===== src/rtl/fwg_pkg.sv =====
package fwg_pkg;

    localparam int REG_AW     = 8;
    localparam int DATA_W     = 32;
    localparam int PAGE_W     = 12;
    localparam int FLASH_AW   = 24;
    localparam int LOCK_BIT   = 15;

    localparam logic [REG_AW-1:0] OFS_CTRL    = 8'h00;
    localparam logic [REG_AW-1:0] OFS_MENU    = 8'h58;
    localparam logic [REG_AW-1:0] OFS_WINDOW  = 8'h60;

    localparam logic [63:0] MENU_RESET = 64'h0000_0000_0000_0005;

    typedef struct packed {
        logic              armed;
        logic [PAGE_W-1:0] upper;
        logic [PAGE_W-1:0] lower;
    } window_t;

    function automatic logic [DATA_W-1:0] window_to_word(window_t w);
        return {w.armed, 7'b0, w.upper, w.lower};
    endfunction

    function automatic window_t word_to_window(logic [DATA_W-1:0] d);
        window_t w;
        w.armed = d[31];
        w.upper = d[23:12];
        w.lower = d[11:0];
        return w;
    endfunction

    function automatic logic window_hit(window_t w, logic [PAGE_W-1:0] page);
        return w.armed && (page >= w.lower) && (page <= w.upper);
    endfunction

endpackage


===== src/rtl/fwg_regs.sv =====
module fwg_regs
    import fwg_pkg::*;
#(
    parameter int NUM_WIN = 3,
    parameter int NUM_OPS = 8
) (
    input  logic                      clk,
    input  logic                      rst,
    input  logic                      wr_en,
    input  logic [REG_AW-1:0]         addr,
    input  logic [DATA_W-1:0]         wdata,
    output logic [DATA_W-1:0]         rdata,
    output logic [NUM_OPS*8-1:0]      menu,
    output window_t [NUM_WIN-1:0]     windows,
    output logic                      lock
);
    localparam int MENU_W     = NUM_OPS * 8;
    localparam int MENU_WORDS = MENU_W / DATA_W;

    logic [DATA_W-1:0] menu_w [MENU_WORDS];
    window_t           win_q  [NUM_WIN];
    logic              lock_q;

    always_ff @(posedge clk) begin
        if (rst)
            lock_q <= 1'b0;
        else if (wr_en && addr == OFS_CTRL && wdata[LOCK_BIT])
            lock_q <= 1'b1;
    end

    for (genvar w = 0; w < MENU_WORDS; w++) begin : g_menu
        localparam logic [REG_AW-1:0] OFS = OFS_MENU + REG_AW'(4 * w);
        always_ff @(posedge clk) begin
            if (rst)
                menu_w[w] <= MENU_RESET[w*DATA_W +: DATA_W];
            else if (wr_en && !lock_q && addr == OFS)
                menu_w[w] <= wdata;
        end
        assign menu[w*DATA_W +: DATA_W] = menu_w[w];
    end

    for (genvar k = 0; k < NUM_WIN; k++) begin : g_win
        localparam logic [REG_AW-1:0] OFS = OFS_WINDOW + REG_AW'(4 * k);
        always_ff @(posedge clk) begin
            if (rst)
                win_q[k] <= '0;
            else if (wr_en && !lock_q && addr == OFS)
                win_q[k] <= word_to_window(wdata);
        end
        assign windows[k] = win_q[k];
    end

    always_comb begin
        rdata = '0;
        if (addr == OFS_CTRL)
            rdata[LOCK_BIT] = lock_q;
        for (int w = 0; w < MENU_WORDS; w++)
            if (addr == OFS_MENU + REG_AW'(4 * w))
                rdata = menu_w[w];
        for (int k = 0; k < NUM_WIN; k++)
            if (addr == OFS_WINDOW + REG_AW'(4 * k))
                rdata = window_to_word(win_q[k]);
    end

    assign lock = lock_q;

endmodule


===== src/rtl/fwg_window_chk.sv =====
module fwg_window_chk
    import fwg_pkg::*;
#(
    parameter int NUM_WIN = 3
) (
    input  window_t [NUM_WIN-1:0] windows,
    input  logic [PAGE_W-1:0]     page,
    output logic [NUM_WIN-1:0]    hit
);
    for (genvar k = 0; k < NUM_WIN; k++) begin : g_hit
        assign hit[k] = window_hit(windows[k], page);
    end
endmodule


===== src/rtl/fwg_opsel.sv =====
module fwg_opsel #(
    parameter int NUM_OPS = 8,
    parameter int IDX_W   = $clog2(NUM_OPS)
) (
    input  logic [NUM_OPS*8-1:0] menu,
    input  logic [IDX_W-1:0]     idx,
    output logic [7:0]           opcode
);
    logic [7:0] entry [NUM_OPS];

    for (genvar i = 0; i < NUM_OPS; i++) begin : g_entry
        assign entry[i] = menu[i*8 +: 8];
    end

    assign opcode = entry[idx];
endmodule


===== src/rtl/flash_wguard.sv =====
module flash_wguard
    import fwg_pkg::*;
#(
    parameter int NUM_WIN = 3,
    parameter int NUM_OPS = 8,
    localparam int IDX_W  = $clog2(NUM_OPS)
) (
    input  logic                clk,
    input  logic                rst,
    input  logic                reg_wr,
    input  logic [REG_AW-1:0]   reg_addr,
    input  logic [DATA_W-1:0]   reg_wdata,
    output logic [DATA_W-1:0]   reg_rdata,
    input  logic [FLASH_AW-1:0] req_addr,
    input  logic [IDX_W-1:0]    req_idx,
    input  logic                req_is_write,
    output logic [7:0]          req_opcode,
    output logic                req_blocked
);
    logic [NUM_OPS*8-1:0]  menu;
    window_t [NUM_WIN-1:0] windows;
    logic                  lock;
    logic [NUM_WIN-1:0]    hit;
    logic [NUM_WIN-1:0]    win_armed;

    fwg_regs #(.NUM_WIN(NUM_WIN), .NUM_OPS(NUM_OPS)) i_regs (
        .clk     (clk),
        .rst     (rst),
        .wr_en   (reg_wr),
        .addr    (reg_addr),
        .wdata   (reg_wdata),
        .rdata   (reg_rdata),
        .menu    (menu),
        .windows (windows),
        .lock    (lock)
    );

    fwg_window_chk #(.NUM_WIN(NUM_WIN)) i_chk_win (
        .windows (windows),
        .page    (req_addr[FLASH_AW-1 -: PAGE_W]),
        .hit     (hit)
    );

    fwg_opsel #(.NUM_OPS(NUM_OPS), .IDX_W(IDX_W)) i_opsel (
        .menu   (menu),
        .idx    (req_idx),
        .opcode (req_opcode)
    );

    for (genvar k = 0; k < NUM_WIN; k++) begin : g_armed
        assign win_armed[k] = windows[k].armed;
    end

    assign req_blocked = req_is_write && (|hit);

endmodule


===== config.mk =====
export PLATFORM = sky130hd
export DESIGN_NAME = flash_wguard
export DESIGN_NICKNAME = d
export VERILOG_FILES = /design/src/rtl/fwg_pkg.sv /design/src/rtl/fwg_regs.sv /design/src/rtl/fwg_window_chk.sv /design/src/rtl/fwg_opsel.sv /design/src/rtl/flash_wguard.sv
export SDC_FILE = /design/constraint.sdc
export NUM_CORES = 1
export LEC_CHECK = 0
export ABC_AREA = 1
export BUFFER_PORTS_ARGS = -buffer_cell sky130_fd_sc_hd__buf_2
export CAP_MARGIN = 5
export CORE_MARGIN = 3
export CORE_UTILIZATION = 55
export CTS_BUF_LIST = sky130_fd_sc_hd__clkbuf_4 sky130_fd_sc_hd__clkbuf_8 sky130_fd_sc_hd__clkbuf_16
export CTS_CLUSTER_DIAMETER = 50
export DETAILED_ROUTE_END_ITERATION = 12
export PLACE_DENSITY = 0.84
export SLEW_MARGIN = 20
export SYNTH_ARGS = -nofsm -noshare
export SYNTH_HDL_FRONTEND = slang
export SYNTH_SLANG_ARGS = --single-unit

===== constraint.sdc =====
create_clock -name clk -period 4.66 [get_ports clk]
set_clock_uncertainty 0.15 [all_clocks]
set_input_delay 0.466 -clock clk [delete_from_list [all_inputs] [get_ports clk]]
set_output_delay 0.466 -clock clk [all_outputs]
set_load 0.02 [all_outputs]

==> impl_table.tex <==
\begin{tabular}{lr}
\hline
Metric & Value \\
\hline
\multicolumn{2}{l}{\textbf{Route}} \\
First-pass DRT Iterations & 6 \\
Post-detailed-route count of antenna-violating nets & 0 \\
Initial detailed-routing violation count & 849 \\
Total Routed Length & 24200 um \\
Via density & 5.59 \\
Routed via count & 7515 \\
Routed wire per std cell & 18.0 um \\
DRC errors left & 0 \\
\multicolumn{2}{l}{\textbf{Clocking}} \\
Clk\_lat worst skew & 0.42 ns \\
Cts hold-fix bufs & 0 \\
Clock root buffer & sky130\_fd\_sc\_hd\_\_clkbuf\_16 \\
Worst-case clock buffer depth & 2 \\
Clock transition at path regs & 0.05 ns \\
Number of setup buffers added after CTS & 0 \\
Clk sinks & 140 \\
Count of H-tree levels built during CTS & 4 \\
Total clock buffers created by CTS & 17 \\
CTS tree & yes \\
Cells resized by post-CTS repair & 0 \\
\multicolumn{2}{l}{\textbf{Logic synthesis}} \\
Cell taking the most area after synthesis & sky130\_fd\_sc\_hd\_\_edfxtp\_1 \\
Synth Cell Area & 0.00871 mm2 \\
Syn Inst Count & 1028 \\
Prevailing post-synth register cell & sky130\_fd\_sc\_hd\_\_edfxtp\_1 \\
Flops \& latches, synth & 140 \\
Unique masters post-synth & 37 \\
Syn\_area\_per\_cell & 8.48 um2 \\
Area share of the largest cell type after synthesis & 0.479 \\
Synth Net Count & 1171 \\
Ys async rst share & 0 \\
Number of enable-type register cells in the synthesized netlist & 139 \\
Commonest cells in the netlist & sky130\_fd\_sc\_hd\_\_nor2\_1, sky130\_fd\_sc\_hd\_\_inv\_1, sky130\_fd\_sc\_hd\_\_nand2\_1 \\
Synth top area cells & sky130\_fd\_sc\_hd\_\_edfxtp\_1, sky130\_fd\_sc\_hd\_\_ha\_1, sky130\_fd\_sc\_hd\_\_nor2\_1, sky130\_fd\_sc\_hd\_\_inv\_1, sky130\_fd\_sc\_hd\_\_nand2\_1 \\
Most common cell in the netlist & sky130\_fd\_sc\_hd\_\_nor2\_1 \\
Post-synthesis sequential area ratio & 0.481 \\
Number of warnings reported in the yosys synthesis log & 0 \\
\multicolumn{2}{l}{\textbf{Finish}} \\
Count of fill cells added during filler insertion & 1210 \\
Ratio of cells with drive above 1 in the final layout & 0.157 \\
Number of antenna cells inserted & 0 \\
Synth-to-Final Area Change & 14.4\% \\
Nets & 1263 \\
Design area & 0.00997 mm2 \\
\multicolumn{2}{l}{\textbf{Setup path}} \\
Data arrival time of the worst path & 2.48 ns \\
Startpoint of the worst setup timing path & reg\_addr[1] \\
Max Fanout on Critical Path & 21 \\
Data required time of the worst path & 4.04 ns \\
Setup crit start kind & input port \\
Class of the most critical setup path & in2out \\
Crit. End Element & primary output \\
Launch instance of the worst register-to-register path & i\_regs.lock\$\_SDFFE\_PP0P\_ \\
R2R setup slack & 2.48 ns \\
\multicolumn{2}{l}{\textbf{Place}} \\
Area after detailed placement & 0.00935 mm2 \\
Pre-CTS setup slack & 1.65 ns \\
HPWL after DPL & 17200 um \\
RePlAce Congestion & 0.954 \\
Buffers on Ports & 99 \\
\multicolumn{2}{l}{\textbf{Power and ir drop}} \\
Portion of total power attributed to sequential cells & 0.453 \\
Clk network pwr share & 0.444 \\
Net switching power of the design & 0.000759 W \\
Areal power density over the cells & 320 mW/mm2 \\
Gate power share & 0.104 \\
VDD IR max & 0.000229 V \\
Cell-internal power & 0.00243 W \\
Leakage power total & 4.74 nW \\
Switching power share of the total & 0.238 \\
\multicolumn{2}{l}{\textbf{Global routing}} \\
Remaining Overflow, GRT & 0 \\
Total global routing track utilization & 0.279 \\
First-pass GRT wire length & 37700 um \\
Vias in the first global route & 7127 \\
Number of antenna violations at the first check in global routing & 0 \\
Largest net degree at the start of global routing & 35 \\
\multicolumn{2}{l}{\textbf{Floorplan}} \\
DIE AREA & 0.0174 mm2 \\
Top-level I/O count & 112 \\
Count of standard-cell rows & 45 \\
Die X & 132 um \\
Chip Height & 132 um \\
Initial core utilization & 0.567 \\
Core region area & 0.0154 mm2 \\
\multicolumn{2}{l}{\textbf{Timing}} \\
Maximum achievable frequency & 0.323 GHz \\
Setup-failing EPs final & 0 \\
Total Neg Setup Slack & 0 ns \\
Part of the cycle the worst path needs & 0.665 \\
Setup repair after global routing missed its margin & false \\
Worst-Margin Slew & 0.898 ns \\
Max Transition Viols Final & 0 \\
Shortest clock period the worst path allows after layout & 3.10 ns \\
Number of hold-slack violations in the final timing report & 0 \\
Worst path setup slack after routing & 1.56 ns \\
Headroom to the max-slew limit & 0.401 \\
\multicolumn{2}{l}{\textbf{Outcome}} \\
Result of the run & completed \\
\multicolumn{2}{l}{\textbf{Run}} \\
Maximum capacitance violations & 0 \\
\multicolumn{2}{l}{\textbf{Worst hold path}} \\
Hold path startpoint & rst \\
Min-Delay Path Class & in2reg \\
\hline
\end{tabular}
cells in the final DEF (no fill, tap or decap), types with 9 or more instances in the layout:
cell type,count
sky130_fd_sc_hd__nor2_1,193
sky130_fd_sc_hd__inv_1,190
sky130_fd_sc_hd__nand2_1,180
sky130_fd_sc_hd__edfxtp_1,139
sky130_fd_sc_hd__buf_2,99
sky130_fd_sc_hd__ha_1,72
sky130_fd_sc_hd__a21oi_1,54
sky130_fd_sc_hd__o21ai_0,34
sky130_fd_sc_hd__nand3_1,25
sky130_fd_sc_hd__nor2_2,20
sky130_fd_sc_hd__clkbuf_16,17
sky130_fd_sc_hd__nand4_1,12
sky130_fd_sc_hd__nor3_1,9
power groups by stage:
stage	registers (W)	logic [W]	clock network, W
2_1_floorplan	0.00146	0.000203	0
3_3_place_gp	0.00146	0.000306	0
3_5_place_dp	0.00147	0.000320	0
4_1_cts	0.00144	0.000326	0.00141
5_1_grt	0.00144	0.000370	0.00147
6_report	0.00144	0.000330	0.00141
kinds of logic (layout without fill, tap and decap cells):
family                   count (synthesis)  count (layout)  synth area share
buffers and inverters                  228             333             0.106
AO/OA/AOI/OAI                          132             132            0.0857
adder cells (fa/ha/maj)                 72              72             0.103
AND/OR/NAND/NOR                        456             456             0.223
flip-flops                             140             140             0.481
metal layers:
metal,track usage,up-vias,share of wire
li1,-,3517,-
met1,0.373,3421,0.39
met2,0.442,499,0.47
met3,0.0721,78,0.11
met4,0.101,0,0.037
met5,0,-,0
metrics by stage:
stage	utilization	cells	hold WS (ns)	power, W
global placement	0.608	1312	0.306	0.00177
finish	0.648	1344	0.111	0.00318
global route	0.648	1344	0.109	0.00328
floorplan	-	1028	0.294	0.00167
detailed placement	0.608	1312	0.310	0.00179
CTS	0.648	1344	0.0938	0.00318
registers in the layout, indices dropped and copies added (netlist names):
name           count
i_regs.lock        1
i_regs.menu_w     64
i_regs.win_q      75
worst paths after layout:
check | endpoint | cells after the start
setup reg to reg | i_regs.win_q[2][19]$_SDFFCE_PN0P_ | 5
hold / removal | i_regs.lock$_SDFFE_PP0P_ | 2
setup / recovery | reg_rdata[5] | 11
hold reg to reg | i_regs.lock$_SDFFE_PP0P_ | 2
critical path, stage by stage:
cell and delay [ns]:
sky130_fd_sc_hd__buf_2 0.10, sky130_fd_sc_hd__nor2_1 0.13, sky130_fd_sc_hd__inv_1 0.08, sky130_fd_sc_hd__nor3_2 0.16, sky130_fd_sc_hd__nand2_2 0.34, sky130_fd_sc_hd__inv_1 0.53, sky130_fd_sc_hd__nand2_1 0.13, sky130_fd_sc_hd__nand3_1 0.14
sky130_fd_sc_hd__nor2_1 0.06, sky130_fd_sc_hd__o21ai_0 0.11, sky130_fd_sc_hd__buf_2 0.21
cell type report:
class                   count  area [um2]  area share
flip-flops and latches    140        4190       0.421
repair buffers            105         541      0.0542
multi-input cells         660        3610       0.362
well taps                 211         264      0.0265
inverters                 196         742      0.0744
clock inverters            13         174      0.0174
clock buffers              19         440      0.0442
Note: power is estimated with default switching activity, not from simulation.
